==> src/rtl/ethregs_pkg.sv <==
package ethregs_pkg;
  localparam int DATA_W = 32;
  localparam int ADDR_W = 12;
  localparam int NUM_RX = 4;
  localparam int NUM_TX = 2;
  localparam int STRIDE = 4;

  localparam logic [ADDR_W-1:0] OFF_PHY      = 12'h010;
  localparam logic [ADDR_W-1:0] OFF_PORT     = 12'h408;
  localparam logic [ADDR_W-1:0] OFF_CMD      = 12'h448;
  localparam logic [ADDR_W-1:0] OFF_CAUSE    = 12'h450;
  localparam logic [ADDR_W-1:0] OFF_MASK     = 12'h458;
  localparam logic [ADDR_W-1:0] OFF_FIRST_RX = 12'h480;
  localparam logic [ADDR_W-1:0] OFF_CUR_RX   = 12'h4A0;
  localparam logic [ADDR_W-1:0] OFF_CUR_TX   = 12'h4E0;

  localparam int CMD_HI_BIT   = 23;
  localparam int CMD_LO_BIT   = 22;
  localparam int PORT_OFF_BIT = 28;
  localparam int PHY_OP_BIT   = 26;
  localparam int PHY_VAL_BIT  = 27;
  localparam int RX_DONE_BIT  = 0;
  localparam int TX_DONE_TOP  = 3;   // queue q sets bit TX_DONE_TOP - q

  localparam logic [9:0]  PHY_CODE_STATUS = 10'h021;
  localparam logic [9:0]  PHY_CODE_ID_HI  = 10'h041;
  localparam logic [9:0]  PHY_CODE_ID_LO  = 10'h061;
  localparam logic [15:0] PHY_STATUS_VAL  = 16'h000C;
  localparam logic [15:0] PHY_ID_HI_VAL   = 16'h0141;
  localparam logic [15:0] PHY_ID_LO_VAL   = 16'h0E20;

  typedef struct packed {
    logic              phy;
    logic              port;
    logic              cmd;
    logic              cause;
    logic              mask;
    logic [NUM_RX-1:0] firstRx;
    logic [NUM_RX-1:0] curRx;
    logic [NUM_TX-1:0] curTx;
  } regSel_t;
endpackage

==> src/rtl/ethregs_ctrl.sv <==
module ethregs_ctrl
  import ethregs_pkg::*;
(
  input  logic              clk,
  input  logic              rstN,
  input  logic              wrEn,
  input  logic              rdEn,
  input  logic [ADDR_W-1:0] addr,
  input  logic              cmdHiBit,
  input  logic              cmdLoBit,
  output regSel_t           wrSel,
  output regSel_t           rdSel,
  output logic              txStartHi,
  output logic              txStartLo,
  output logic [NUM_RX-1:0] rxWorkLoad
);
  regSel_t hit;
  logic    loDeferred;

  always_comb begin
    hit       = '0;
    hit.phy   = (addr == OFF_PHY);
    hit.port  = (addr == OFF_PORT);
    hit.cmd   = (addr == OFF_CMD);
    hit.cause = (addr == OFF_CAUSE);
    hit.mask  = (addr == OFF_MASK);
    for (int i = 0; i < NUM_RX; i++) begin
      hit.firstRx[i] = (addr == OFF_FIRST_RX + ADDR_W'(STRIDE * i));
      hit.curRx[i]   = (addr == OFF_CUR_RX + ADDR_W'(STRIDE * i));
    end
    for (int q = 0; q < NUM_TX; q++) begin
      hit.curTx[q] = (addr == OFF_CUR_TX + ADDR_W'(STRIDE * q));
    end
  end

  assign wrSel = wrEn ? hit : '0;
  assign rdSel = rdEn ? hit : '0;

  // High queue is kicked first; a low kick issued together with it is held one cycle.
  always_ff @(posedge clk) begin
    if (!rstN) begin
      txStartHi  <= 1'b0;
      txStartLo  <= 1'b0;
      loDeferred <= 1'b0;
      rxWorkLoad <= '0;
    end else begin
      txStartHi  <= wrSel.cmd & cmdHiBit;
      txStartLo  <= loDeferred | (wrSel.cmd & cmdLoBit & ~cmdHiBit);
      loDeferred <= wrSel.cmd & cmdLoBit & cmdHiBit;
      rxWorkLoad <= wrSel.curRx;
    end
  end
endmodule

==> src/rtl/ethregs_dp.sv <==
module ethregs_dp
  import ethregs_pkg::*;
(
  input  logic                     clk,
  input  logic                     rstN,
  input  regSel_t                  wrSel,
  input  regSel_t                  rdSel,
  input  logic [DATA_W-1:0]        wrData,
  input  logic                     rxDoneEvt,
  input  logic [NUM_TX-1:0]        txDoneEvt,
  output logic [DATA_W-1:0]        rdData,
  output logic                     irq,
  output logic                     rxOffsetTwo,
  output logic [NUM_RX*DATA_W-1:0] rxFirstPtr,
  output logic [NUM_RX*DATA_W-1:0] rxCurPtr,
  output logic [NUM_TX*DATA_W-1:0] txCurPtr
);
  logic [DATA_W-1:0] phyReg, cause, mask;
  logic              portOff;
  logic [DATA_W-1:0] firstRx [NUM_RX];
  logic [DATA_W-1:0] curRx   [NUM_RX];
  logic [DATA_W-1:0] curTx   [NUM_TX];
  logic [DATA_W-1:0] evtBits, causeNext, phyResp, rdNext;

  always_comb begin
    evtBits = '0;
    evtBits[RX_DONE_BIT] = rxDoneEvt;
    for (int q = 0; q < NUM_TX; q++) evtBits[TX_DONE_TOP - q] = txDoneEvt[q];
    causeNext = (wrSel.cause ? (cause & wrData) : cause) | evtBits;
  end

  always_comb begin
    phyResp = '0;
    if (phyReg[PHY_OP_BIT]) begin
      phyResp[PHY_VAL_BIT] = 1'b1;
      unique case (phyReg[25:16])
        PHY_CODE_STATUS: phyResp[15:0] = PHY_STATUS_VAL;
        PHY_CODE_ID_HI:  phyResp[15:0] = PHY_ID_HI_VAL;
        PHY_CODE_ID_LO:  phyResp[15:0] = PHY_ID_LO_VAL;
        default:         phyResp[15:0] = '0;
      endcase
    end
  end

  always_comb begin
    rdNext = '0;
    if (rdSel.phy)   rdNext = phyResp;
    if (rdSel.port)  rdNext = DATA_W'(portOff) << PORT_OFF_BIT;
    if (rdSel.cause) rdNext = cause;
    if (rdSel.mask)  rdNext = mask;
    for (int i = 0; i < NUM_RX; i++) begin
      if (rdSel.firstRx[i]) rdNext = firstRx[i];
      if (rdSel.curRx[i])   rdNext = curRx[i];
    end
    for (int q = 0; q < NUM_TX; q++) begin
      if (rdSel.curTx[q]) rdNext = curTx[q];
    end
  end

  always_ff @(posedge clk) begin
    if (!rstN) begin
      phyReg  <= '0;
      cause   <= '0;
      mask    <= '0;
      portOff <= 1'b0;
      rdData  <= '0;
    end else begin
      cause  <= causeNext;
      rdData <= rdNext;
      if (wrSel.phy)  phyReg  <= wrData;
      if (wrSel.mask) mask    <= wrData;
      if (wrSel.port) portOff <= wrData[PORT_OFF_BIT];
    end
  end

  for (genvar g = 0; g < NUM_RX; g++) begin : g_rx
    always_ff @(posedge clk) begin
      if (!rstN) begin
        firstRx[g] <= '0;
        curRx[g]   <= '0;
      end else begin
        if (wrSel.firstRx[g]) firstRx[g] <= wrData;
        if (wrSel.curRx[g])   curRx[g]   <= wrData;
      end
    end
    assign rxFirstPtr[g*DATA_W +: DATA_W] = firstRx[g];
    assign rxCurPtr[g*DATA_W +: DATA_W]   = curRx[g];
  end

  for (genvar g = 0; g < NUM_TX; g++) begin : g_tx
    always_ff @(posedge clk) begin
      if (!rstN)              curTx[g] <= '0;
      else if (wrSel.curTx[g]) curTx[g] <= wrData;
    end
    assign txCurPtr[g*DATA_W +: DATA_W] = curTx[g];
  end

  assign irq         = |(cause & mask);
  assign rxOffsetTwo = portOff;
endmodule

==> src/rtl/ethregs_top.sv <==
module ethregs_top
  import ethregs_pkg::*;
(
  input  logic                     clk,
  input  logic                     rstN,
  input  logic                     wrEn,
  input  logic                     rdEn,
  input  logic [ADDR_W-1:0]        addr,
  input  logic [DATA_W-1:0]        wrData,
  output logic [DATA_W-1:0]        rdData,
  output logic                     irq,
  input  logic                     rxDoneEvt,
  input  logic [NUM_TX-1:0]        txDoneEvt,
  output logic                     txStartHi,
  output logic                     txStartLo,
  output logic [NUM_RX-1:0]        rxWorkLoad,
  output logic                     rxOffsetTwo,
  output logic [NUM_RX*DATA_W-1:0] rxFirstPtr,
  output logic [NUM_RX*DATA_W-1:0] rxCurPtr,
  output logic [NUM_TX*DATA_W-1:0] txCurPtr
);
  regSel_t wrSel, rdSel;

  ethregs_ctrl ctrl_i (
    .clk(clk), .rstN(rstN), .wrEn(wrEn), .rdEn(rdEn), .addr(addr),
    .cmdHiBit(wrData[CMD_HI_BIT]), .cmdLoBit(wrData[CMD_LO_BIT]),
    .wrSel(wrSel), .rdSel(rdSel),
    .txStartHi(txStartHi), .txStartLo(txStartLo), .rxWorkLoad(rxWorkLoad)
  );

  ethregs_dp dp_i (
    .clk(clk), .rstN(rstN), .wrSel(wrSel), .rdSel(rdSel), .wrData(wrData),
    .rxDoneEvt(rxDoneEvt), .txDoneEvt(txDoneEvt),
    .rdData(rdData), .irq(irq), .rxOffsetTwo(rxOffsetTwo),
    .rxFirstPtr(rxFirstPtr), .rxCurPtr(rxCurPtr), .txCurPtr(txCurPtr)
  );
endmodule

==> config.mk <==
export PLATFORM = sky130hd
export DESIGN_NAME = ethregs_top
export DESIGN_NICKNAME = d
export VERILOG_FILES = /design/src/rtl/ethregs_pkg.sv /design/src/rtl/ethregs_ctrl.sv /design/src/rtl/ethregs_dp.sv /design/src/rtl/ethregs_top.sv
export SDC_FILE = /design/constraint.sdc
export NUM_CORES = 1
export LEC_CHECK = 0
export ABC_AREA = 1
export CAP_MARGIN = 0
export CELL_PAD_IN_SITES_DETAIL_PLACEMENT = 0
export CELL_PAD_IN_SITES_GLOBAL_PLACEMENT = 1
export CORE_MARGIN = 2
export CORE_UTILIZATION = 39
export DETAILED_ROUTE_END_ITERATION = 8
export PLACE_DENSITY_LB_ADDON = 0.1
export SYNTH_ARGS = -nofsm -noshare
export SYNTH_HDL_FRONTEND = slang
export SYNTH_SLANG_ARGS = --single-unit
export TNS_END_PERCENT = 20
==> constraint.sdc <==
create_clock -name clk -period 6.1 [get_ports clk]
set_clock_uncertainty 0.2 [all_clocks]
set_input_delay 1.83 -clock clk [delete_from_list [all_inputs] [get_ports clk]]
set_output_delay 1.83 -clock clk [all_outputs]
set_load 0.05 [all_outputs]
==> results of run 1 <==
==> power groups by stage <==
stage	Sequential [uW]	Combinational (uW)	Clock [uW]
global route	3390	869	2950
detailed placement	3440	846	0
global placement	3440	845	0
floorplan	3800	103	0
CTS	3380	849	2840
finish	3380	845	2820
==> worst max-delay path: stages (launching register included) <==
cell and delay (ps):
sky130_fd_sc_hd__dfxtp_1 330, sky130_fd_sc_hd__nand2_1 180, sky130_fd_sc_hd__o21ai_0 130, sky130_fd_sc_hd__a221oi_1 530, sky130_fd_sc_hd__nand4_1 240, sky130_fd_sc_hd__or2_2 370
sky130_fd_sc_hd__clkdlybuf4s50_1 710
==> worst max path at each step <==
stage | startpoint | cells past startpoint | end
floorplan | addr[11] | 7 | dp_i.firstRx[3][0]
global placement | addr[0] | 16 | dp_i.rdData[12]
detailed placement | addr[0] | 16 | dp_i.rdData[12]
CTS | dp_i.cause[6] | 6 | irq
global route | dp_i.cause[6] | 6 | irq
finish | dp_i.cause[6] | 6 | irq
==> layer usage <==
layer | part of all wire [%] | vias up
met3 | 8.9 | 121
li1 | - | 7277
met2 | 48 | 754
met1 | 40 | 7803
met5 | 0.018 | -
met4 | 3.1 | 2
==> sequential cells by signal, summed over array words and instances, names as in the netlist <==
| signal | flops |
|---|---|
| ctrl_i.rxWorkLoad | 4 |
| dp_i.curRx | 128 |
| dp_i.cause | 32 |
| dp_i.rdData | 32 |
| ctrl_i.txStartLo | 1 |
| ctrl_i.loDeferred | 1 |
| dp_i.mask | 32 |
| ctrl_i.txStartHi | 1 |
| dp_i.curTx | 64 |
| dp_i.phyReg | 11 |
| dp_i.rxOffsetTwo | 1 |
| dp_i.firstRx | 128 |
==> cell families (layout without fill, tap and decap cells) <==
family,Yosys count,in the layout,synth area share [%]
compound gates,283,283,9.25
buf+inv,345,757,7.18
flops,435,435,63.3
other cells,0,1,0
simple gates,893,893,20.2
==> final cells by class <==
type,count,share of cell area [%]
clock buffer,72,5.53
antenna,1,0.0100
multi-input combinational,1176,22.4
tap,615,3.08
inverter,221,3.32
clock inverter,18,0.506
sequential,435,47.7
timing repair buffer,446,17.5
==> stage by stage <==
| stage | power [uW] | setup WS, ps | utilization, % | std cells |
|---|---|---|---|---|
| CTS | 7070 | 1060 | 52.4 | 2983 |
| finish | 7040 | 985 | 52.5 | 2984 |
| detailed placement | 4290 | 790 | 49.3 | 2893 |
| floorplan | 3900 | 637 | - | 1956 |
| global route | 7210 | 933 | 52.4 | 2983 |
| global placement | 4290 | 844 | 49.3 | 2893 |
==> cells in the mapped netlist, types with 12 or more instances <==
| cell | instances | area, um2 |
|---|---|---|
| sky130_fd_sc_hd__nand4_1 | 44 | 275 |
| sky130_fd_sc_hd__or2_2 | 18 | 113 |
| sky130_fd_sc_hd__edfxtp_1 | 320 | 9610 |
| sky130_fd_sc_hd__inv_2 | 16 | 60.1 |
| sky130_fd_sc_hd__a21oi_1 | 88 | 440 |
| sky130_fd_sc_hd__o2111ai_1 | 17 | 149 |
| sky130_fd_sc_hd__o22ai_1 | 13 | 81.3 |
| sky130_fd_sc_hd__dfxtp_1 | 115 | 2300 |
| sky130_fd_sc_hd__nand3_1 | 55 | 275 |
| sky130_fd_sc_hd__clkbuf_1 | 103 | 387 |
| sky130_fd_sc_hd__nand2_1 | 307 | 1150 |
| sky130_fd_sc_hd__a221oi_1 | 21 | 184 |
| sky130_fd_sc_hd__o211ai_1 | 47 | 353 |
| sky130_fd_sc_hd__buf_2 | 12 | 60.1 |
| sky130_fd_sc_hd__nor2_1 | 416 | 1560 |
| sky130_fd_sc_hd__o21ai_0 | 87 | 435 |
| sky130_fd_sc_hd__inv_1 | 201 | 754 |
==> out/qor.log, run 1 <==
[grt] busiest layer in global routing met2
[drt] final routed wirelength across all metal layers 73300 um
[worst_hold_path] worst hold path cell count 1
[grt] wire length of the first global-routing pass 105000 um
[critical_path] worst r2r dst dp_i.rdData[2]
[drt] number of optimization iterations in the first detailed-route pass 7
[cts] buffer levels on the longest clock path 3
[grt] Global Route Usage Sum 28.8%
[power] leakage 0.00967 uW
[die] num rows 80
[critical_path] cell depth of the worst flop-to-flop path 15
[cells_and_area] Total Nets Final 2379
[die] Die Height 224 um
[power] Seq pwr share 48.0%
[critical_path] critical path class register to output pin
[cells_and_area] final design area excluding fillers 25000 um2
[die] number of primary I/O pins 411
[sta] setup repair after global routing missed its margin false
[cts] TritonCTS clock tree yes
[cts] buffer cell driving the clock tree root sky130_fd_sc_hd__clkbuf_16
[cells_and_area] proportion of layout cells with a drive suffix above 1 7.56%
[synth] mean instance size in the synthesized netlist 9.62 um2
[run_status] outcome finished clean
[synth] Syn. warnings 0
[drt] DRC Markers 0
[power] design internal power 5120 uW
[grt] antenna violations before repair 2
[cells_and_area] area growth from synthesis to layout 32.8%
[synth] number of instances in the synthesized netlist 1956
[cts] setup repair bufs after CTS 0
[synth] synthesized flop and latch total 435
[cells_and_area] register area 11900 um2
[placement] routability congestion estimate 0.916
[sta] max frequency 195 MHz
[placement] Port Buffer Count 410
[cts] number of buffers inserted during clock tree synthesis 48
[drt] Starting DRT DRC Count 1390
[critical_path] nature of the critical path endpoint output pin
[critical_path] CP startpoint kind register
[sta] share of the cycle needed by the critical path after routing 83.9%
[drt] DR WL/cell 24.6 um
[die] DIE WIDTH 224 um
[cells_and_area] most common library cell in the layout ignoring fill and taps sky130_fd_sc_hd__nor2_1
[cts] CTS H-tree depth 2
[synth] share of the yosys chip area belonging to registers 63.3%
[drt] via count of the routed design 15957
[power] Power Dens Cells 282 nW/um2
[synth] Post-synth EDFFs 320
[synth] most instantiated flip-flop cell in the synthesis netlist sky130_fd_sc_hd__edfxtp_1
[power] share of power burned in the clock network 40.0%
[grt] overflow left after global routing 0
[worst_hold_path] beginning of the worst hold path ctrl_i.loDeferred
[grt] pin count of the biggest net entering global routing 65
[sta] minimum clock period 5120 ps
[drt] per-cell via count in the routed design 5.35
[cells_and_area] multi-input combinational cell area 5600 um2
[cts] Clk Latency, worst-skew pair 600 ps
[grt] met2 demand-to-capacity share in global routing 48.2%
[power] combinational power share 12.0%
[critical_path] critical path fanouts, max 3
[cells_and_area] most frequent cells in the layout sky130_fd_sc_hd__nor2_1, sky130_fd_sc_hd__clkdlybuf4s50_1, sky130_fd_sc_hd__edfxtp_1
[critical_path] CP Data Required Time 4070 ps
[power] fraction of power spent switching nets 27.4%
[power] VDD IR-drop max 215 uV
[critical_path] reg2reg setup slack 3500 ps
[drt] residual antenna-violating net count after detailed routing 0
[grt] number of global-route vias before repair 15558
[placement] Final HPWL DP 53800 um
[sta] number of max-slew violations in the final report 0
[power] Switching Power 1930 uW
[synth] post-synth net total 2007
[worst_hold_path] path category of the worst min-delay check register to register
[sta] final hold slack 244 ps
[placement] Cell Area, Placed 23500 um2
[sta] setup tns final 0 ps
[critical_path] worst endpoint data arrival time 3090 ps
[grt] GR met1 Demand/Resource 36.8%
[cts] cells resized by post-CTS repair 0
[synth] Synth async-reset ratio 0%
[critical_path] FF-to-FF Start dp_i.phyReg[17]
[sta] remaining max-slew budget at the tightest pin 18.2%
[sta] final hold violations 0
[grt] met3 Track Usage GR 6.66%
[cts] Worst-path clk slew 60 ps
[synth] synthesized cell area 18800 um2
[sta] actual slew at the worst max-slew pin 1230 ps
[job] max-cap check violation count 0
[worst_hold_path] Hold EP ctrl_i.txStartLo
[cts] number of clock sinks 435
[synth] Netlist cell types 42
[die] die area 50000 um2
[cts] number of buffers inserted for hold repair after clock tree synthesis 0
[sta] Finish-stage setup viols 0
[die] Initial Util 39.5%
[die] core outline area 47600 um2
[cells_and_area] final-layout fill cell count 4373
No activity file was read; power rests on OpenSTA's default activity.
==> run 2: changes to the inputs <==
--- a/config.mk
+++ b/config.mk
@@ -10,7 +10,7 @@
 export CELL_PAD_IN_SITES_DETAIL_PLACEMENT = 0
 export CELL_PAD_IN_SITES_GLOBAL_PLACEMENT = 1
 export CORE_MARGIN = 2
-export CORE_UTILIZATION = 39
+export CORE_UTILIZATION = 35
 export DETAILED_ROUTE_END_ITERATION = 8
 export PLACE_DENSITY_LB_ADDON = 0.1
 export SYNTH_ARGS = -nofsm -noshare
==> constraint.sdc (replaced) <==
create_clock -name clk -period 4.45 [get_ports clk]
set_clock_uncertainty 0.2 [all_clocks]
set_input_delay 1.335 -clock clk [delete_from_list [all_inputs] [get_ports clk]]
set_output_delay 1.335 -clock clk [all_outputs]
set_load 0.05 [all_outputs]
==> run 2 against run 1 <==
  * Non-clock buffer count increased by 43
  * Routed wire length up 1.6%
  * Sequential share of layout area down 1.1 points
  * Cell area is 2.3% higher
  * Global-route usage decreased by 2.4 points
  * Clock-buffer cell count unchanged
  * Largest cell class unchanged
  * Via count decreased by 0.53%
  * Die area increased by 11%
  * Sequential power is 37% higher
  * First-iteration DRC count is 6.1% lower
==> out/qor.log, run 2 (synthesis results as in run 1) <==
[run_status] outcome finished clean
[cts] number of buffers inserted during clock tree synthesis 49
[critical_path] Slowest Stage Delay on Critical Path 430 ps
[drt] DR WL/cell 24.0 um
[sta] Finish-stage setup viols 0
[cells_and_area] final design area excluding fillers 25600 um2
[die] DIE WIDTH 236 um
[power] design internal power 7190 uW
[cells_and_area] final-layout fill cell count 4995
[sta] final hold violations 0
[job] max-cap check violation count 0
[grt] antenna violations before repair 3
[sta] setup repair after global routing missed its margin false
[cells_and_area] registers with the highest flip-flop counts dp_i.curRx (128), dp_i.firstRx (128), dp_i.curTx (64)
[cts] buffer levels on the longest clock path 3
[critical_path] worst endpoint data arrival time 2710 ps
[worst_hold_path] path category of the worst min-delay check register to register
[worst_hold_path] Hold EP ctrl_i.txStartLo
[power] Seq pwr share 47.1%
[die] Initial Util 35.6%
[power] Switching Power 2640 uW
[drt] per-cell via count in the routed design 5.12
[critical_path] reg2reg setup slack 1900 ps
[sta] share of the cycle needed by the critical path after routing 95.4%
[grt] met2 demand-to-capacity share in global routing 45.3%
[die] number of primary I/O pins 411
[sta] max frequency 236 MHz
[cells_and_area] proportion of layout cells with a drive suffix above 1 9.20%
[grt] number of global-route vias before repair 15726
[critical_path] nature of the critical path endpoint output pin
[sta] setup tns final 0 ps
[cts] Worst-path clk slew 60 ps
[cells_and_area] most frequent cells in the layout sky130_fd_sc_hd__nor2_1, sky130_fd_sc_hd__clkdlybuf4s50_1, sky130_fd_sc_hd__edfxtp_1
[sta] final critical-path setup slack 207 ps
[die] core outline area 52900 um2
[drt] residual antenna-violating net count after detailed routing 0
[placement] routability congestion estimate 0.913
[sta] number of max-slew violations in the final report 0
[power] leakage 0.00995 uW
[grt] Global Route Usage Sum 26.4%
[grt] busiest layer in global routing met2
[cells_and_area] area growth from synthesis to layout 35.9%
[critical_path] cell depth of the worst flop-to-flop path 15
[cts] CTS H-tree depth 2
[cts] cells resized by post-CTS repair 2
[sta] actual slew at the worst max-slew pin 1110 ps
[cts] number of buffers inserted for hold repair after clock tree synthesis 0
[drt] final routed wirelength across all metal layers 74500 um
[critical_path] critical path fanouts, max 3
[placement] Final HPWL DP 56000 um
[die] num rows 84
[cells_and_area] Diodes inserted 0
[grt] overflow left after global routing 0
[die] Die Height 236 um
[grt] GR met1 Demand/Resource 32.7%
[cells_and_area] utilization after layout 48.4%
[cts] buffer cell driving the clock tree root sky130_fd_sc_hd__clkbuf_16
[drt] via count of the routed design 15872
[power] combinational power share 12.0%
[critical_path] Slowest-stage cell, CP sky130_fd_sc_hd__dlygate4sd2_1
[worst_hold_path] beginning of the worst hold path ctrl_i.loDeferred
[drt] number of optimization iterations in the first detailed-route pass 5
[sta] remaining max-slew budget at the tightest pin 25.9%
[grt] pin count of the biggest net entering global routing 65
[critical_path] critical path class register to output pin
[die] die area 55600 um2
[drt] Starting DRT DRC Count 1305
[critical_path] CP Data Required Time 2910 ps
[critical_path] sequence of cells on the critical path nand2_1, o21ai_0, a221oi_2, nand4_1, or2_2, dlygate4sd2_1
[power] VDD IR-drop max 221 uV
[cts] setup repair bufs after CTS 0
[placement] Placed Cells incl. Taps 3009
[worst_hold_path] worst hold path cell count 1
[cts] number of clock sinks 435
[critical_path] FF-to-FF Start dp_i.phyReg[17]
[critical_path] family of cells with the greatest summed delay on the critical path simple AND/OR/NAND/NOR gates
[cells_and_area] Total Nets Final 2423
[power] fraction of power spent switching nets 26.8%
[cells_and_area] post-route insts no fill 3100
[sta] minimum clock period 4240 ps
[grt] wire length of the first global-routing pass 107000 um
[cells_and_area] most common library cell in the layout ignoring fill and taps sky130_fd_sc_hd__nor2_1
[placement] Port Buffer Count 410
[power] share of power burned in the clock network 40.9%
[placement] pre-CTS worst setup slack -35.1 ps
[critical_path] Buf/Inv on CP 1
[power] Power Dens Cells 384 nW/um2
[critical_path] worst r2r dst dp_i.rdData[2]
[cts] TritonCTS clock tree yes
[grt] met3 Track Usage GR 6.86%
[critical_path] CP startpoint kind register
[drt] DRC Markers 0
[cts] Clk Latency, worst-skew pair 590 ps
[placement] Cell Area, Placed 24000 um2
## run 2: cell types whose count changed in the layout (fill, tap and decap cells not counted), moves of 2 or more
cell | before | now
sky130_fd_sc_hd__buf_12 | 0 | 6
sky130_fd_sc_hd__buf_4 | 36 | 74
sky130_fd_sc_hd__bufinv_16 | 1 | 3
sky130_fd_sc_hd__clkbuf_16 | 49 | 52
sky130_fd_sc_hd__clkbuf_8 | 7 | 4
## run 2: cell type report
class | instances | area, um2 | share of cell area, %
clock inverter | 19 | 168 | 0.656
inverter | 221 | 830 | 3.25
timing repair buffer | 489 | 4770 | 18.7
tap | 688 | 861 | 3.37
sequential | 435 | 11900 | 46.6
clock buffer | 72 | 1420 | 5.54
multi-input combinational | 1176 | 5610 | 21.9
## run 2: power by group through the flow
stage / clock [uW] / sequential, uW / combinational, uW
2_1_floorplan: 0 / 5210 / 141
3_3_place_gp: 0 / 4710 / 1180
3_5_place_dp: 0 / 4710 / 1190
4_1_cts: 4090 / 4630 / 1190
5_1_grt: 4250 / 4640 / 1220
6_report: 4020 / 4630 / 1180
## run 2: worst max-delay path by stage
stage / startpoint / end / slack, ps / cells past startpoint
floorplan: addr[11] / dp_i.curTx[0][0] / -470 / 6
global placement: addr[1] / dp_i.rdData[21] / 10 / 14
global route: dp_i.cause[6] / irq / 200 / 6
detailed placement: addr[5] / dp_i.rdData[21] / -40 / 12
CTS: dp_i.cause[6] / irq / 260 / 6
finish: dp_i.cause[6] / irq / 210 / 6
## run 2: per-stage QoR
| stage | power (uW) | hold slack, ps |
|---|---|---|
| detailed placement | 5900 | 237 |
| finish | 9830 | 243 |
| CTS | 9900 | 250 |
| floorplan | 5350 | 218 |
| global route | 10100 | 282 |
| global placement | 5900 | 234 |
## run 2: metal layers
| layer | part of all wire, % | vias up |
|---|---|---|
| li1 | - | 7376 |
| met1 | 40 | 7748 |
| met2 | 49 | 653 |
| met3 | 8.7 | 91 |
| met4 | 2.6 | 4 |
| met5 | 0.031 | - |
==> run 3: changes to the inputs <==
--- a/config.mk
+++ b/config.mk
@@ -10,9 +10,10 @@
 export CELL_PAD_IN_SITES_DETAIL_PLACEMENT = 0
 export CELL_PAD_IN_SITES_GLOBAL_PLACEMENT = 1
 export CORE_MARGIN = 2
-export CORE_UTILIZATION = 35
+export CORE_UTILIZATION = 39
 export DETAILED_ROUTE_END_ITERATION = 8
 export PLACE_DENSITY_LB_ADDON = 0.1
+export RECOVER_POWER = 100
 export SYNTH_ARGS = -nofsm -noshare
 export SYNTH_HDL_FRONTEND = slang
 export SYNTH_SLANG_ARGS = --single-unit
==> constraint.sdc (replaced) <==
create_clock -name clk -period 4.7 [get_ports clk]
set_clock_uncertainty 0.2 [all_clocks]
set_input_delay 1.41 -clock clk [delete_from_list [all_inputs] [get_ports clk]]
set_output_delay 1.41 -clock clk [all_outputs]
set_load 0.05 [all_outputs]
==> run 3 against run 2 <==
  * The flow now finishes with violations (capacitance limit)
  * Via count grew 0.42%
  * Combinational power decreased by 11%
  * Sequential power decreased by 5.4%
  * Clock power down 10%
  * Cell area shrank 2.0%
  * Global-route usage rose by 2.2 points
  * Non-clock buffer count fell by 12
  * Utilization rose by 4.2 points
  * Flip-flop and latch count unchanged
==> out/qor.log, run 3 (synthesis results as in run 1) <==
[cells_and_area] final design area excluding fillers 25100 um2
[die] DIE WIDTH 224 um
[grt] wire length of the first global-routing pass 104000 um
[cts] number of clock sinks 435
[cells_and_area] area growth from synthesis to layout 33.2%
[drt] via count of the routed design 15938
[cts] buffer cell driving the clock tree root sky130_fd_sc_hd__clkbuf_16
[die] die area 50000 um2
[sta] remaining max-slew budget at the tightest pin 0.227%
[drt] per-cell via count in the routed design 5.29
[grt] overflow left after global routing 0
[critical_path] CP Data Required Time 3090 ps
[sta] share of the cycle needed by the critical path after routing 99.0%
[cts] Worst-path clk slew 60 ps
[drt] final routed wirelength across all metal layers 72700 um
[drt] residual antenna-violating net count after detailed routing 0
[cells_and_area] most common library cell in the layout ignoring fill and taps sky130_fd_sc_hd__nor2_1
[cts] TritonCTS clock tree yes
[grt] Global Route Usage Sum 28.6%
[grt] number of global-route vias before repair 15569
[placement] Port Buffer Count 410
[sta] max frequency 215 MHz
[sta] number of max-slew violations in the final report 0
[die] Initial Util 39.5%
[sta] final critical-path setup slack 47.1 ps
[die] core outline area 47600 um2
[job] max-cap check violation count 1
[placement] pre-CTS worst setup slack 249 ps
[sta] final hold slack 252 ps
[power] VDD IR-drop max 250 uV
[critical_path] worst endpoint data arrival time 3040 ps
[sta] minimum clock period 4650 ps
[sta] Finish-stage setup viols 0
[cts] Clk Latency, worst-skew pair 580 ps
[sta] actual slew at the worst max-slew pin 1500 ps
[grt] antenna violations before repair 2
[cts] setup repair bufs after CTS 0
[cells_and_area] multi-input combinational cell area 5530 um2
[cells_and_area] Diodes inserted 0
[critical_path] critical path class register to output pin
[sta] final hold violations 0
[critical_path] critical path fanouts, max 3
[power] leakage 0.00998 uW
[cts] CTS H-tree depth 2
[cells_and_area] proportion of layout cells with a drive suffix above 1 7.35%
[run_status] outcome finished with violations
[cells_and_area] register area 11900 um2
[die] Die Height 224 um
[critical_path] CP startpoint kind register
[drt] number of optimization iterations in the first detailed-route pass 6
[cells_and_area] most frequent cells in the layout sky130_fd_sc_hd__nor2_1, sky130_fd_sc_hd__dlygate4sd3_1, sky130_fd_sc_hd__edfxtp_1
[worst_hold_path] path category of the worst min-delay check register to register
[cts] number of buffers inserted for hold repair after clock tree synthesis 0
[sta] setup repair after global routing missed its margin false
[power] Power Dens Cells 361 nW/um2
[critical_path] nature of the critical path endpoint output pin
[die] number of primary I/O pins 411
[drt] DRC Markers 0
[grt] pin count of the biggest net entering global routing 106
[placement] Cell Area, Placed 23800 um2
[cts] number of buffers inserted during clock tree synthesis 47
[drt] DR WL/cell 24.1 um
[drt] Starting DRT DRC Count 1683
[cells_and_area] registers with the highest flip-flop counts dp_i.curRx (128), dp_i.firstRx (128), dp_i.curTx (64)
[placement] routability congestion estimate 0.929
[die] num rows 80
[cells_and_area] Total Nets Final 2409
[run_status] violated checks capacitance limit
[cells_and_area] final-layout fill cell count 4402
[placement] Final HPWL DP 53600 um
[cts] cells resized by post-CTS repair 0
[cts] buffer levels on the longest clock path 3
-- run 3: final cells by class --
type / count / area share [%]
flip-flops and latches: 435 / 47.5
multi-input cells: 1176 / 22.1
repair buffers: 477 / 18.1
clock buffers: 69 / 5.40
inverters: 221 / 3.31
well taps: 615 / 3.07
clock inverters: 18 / 0.519
-- run 3: stage by stage --
| step | util, % | std cells | power [uW] | setup TNS (ps) |
|---|---|---|---|---|
| final | 52.6 | 3011 | 9040 | 0 |
| after global routing | 52.6 | 3011 | 9270 | 0 |
| after CTS | 53.0 | 3011 | 9160 | 0 |
| after detailed placement | 49.9 | 2924 | 5570 | 0 |
| after global placement | 49.9 | 2924 | 5570 | 0 |
| after floorplan | - | 1956 | 5070 | -26860 |
-- run 3: power breakdown --
part | switching [uW] | internal, uW
combinational | 808 | 238
sequential | 115 | 4260
clock | 1520 | 2100
total | 2440 | 6600
-- run 3: per-layer routing --
layer	vias up	routed length [um]	global-route usage [%]
met1	7828	29000	35.8
met3	112	6490	7.74
li1	7320	-	-
met2	674	35200	48.5
met4	4	1980	8.34
met5	-	27	0
-- run 3: worst paths after layout --
path | startpoint | to | slack, ps | cells past startpoint
min reg2reg | dp_i.phyReg[16] | dp_i.phyReg[16] | 250 | 2
min | dp_i.phyReg[16] | dp_i.phyReg[16] | 250 | 2
max reg2reg | dp_i.phyReg[18] | dp_i.rdData[8] | 2250 | 12
max | dp_i.cause[6] | irq | 50 | 6
-- run 3: worst max-delay path, stage by stage, from the launching register on --
cell and delay [ps]:
sky130_fd_sc_hd__dfxtp_1 330, sky130_fd_sc_hd__nand2_1 180, sky130_fd_sc_hd__o21ai_0 120, sky130_fd_sc_hd__a221oi_1 480
sky130_fd_sc_hd__nand4_1 270, sky130_fd_sc_hd__or2_2 370, sky130_fd_sc_hd__clkdlybuf4s50_1 710
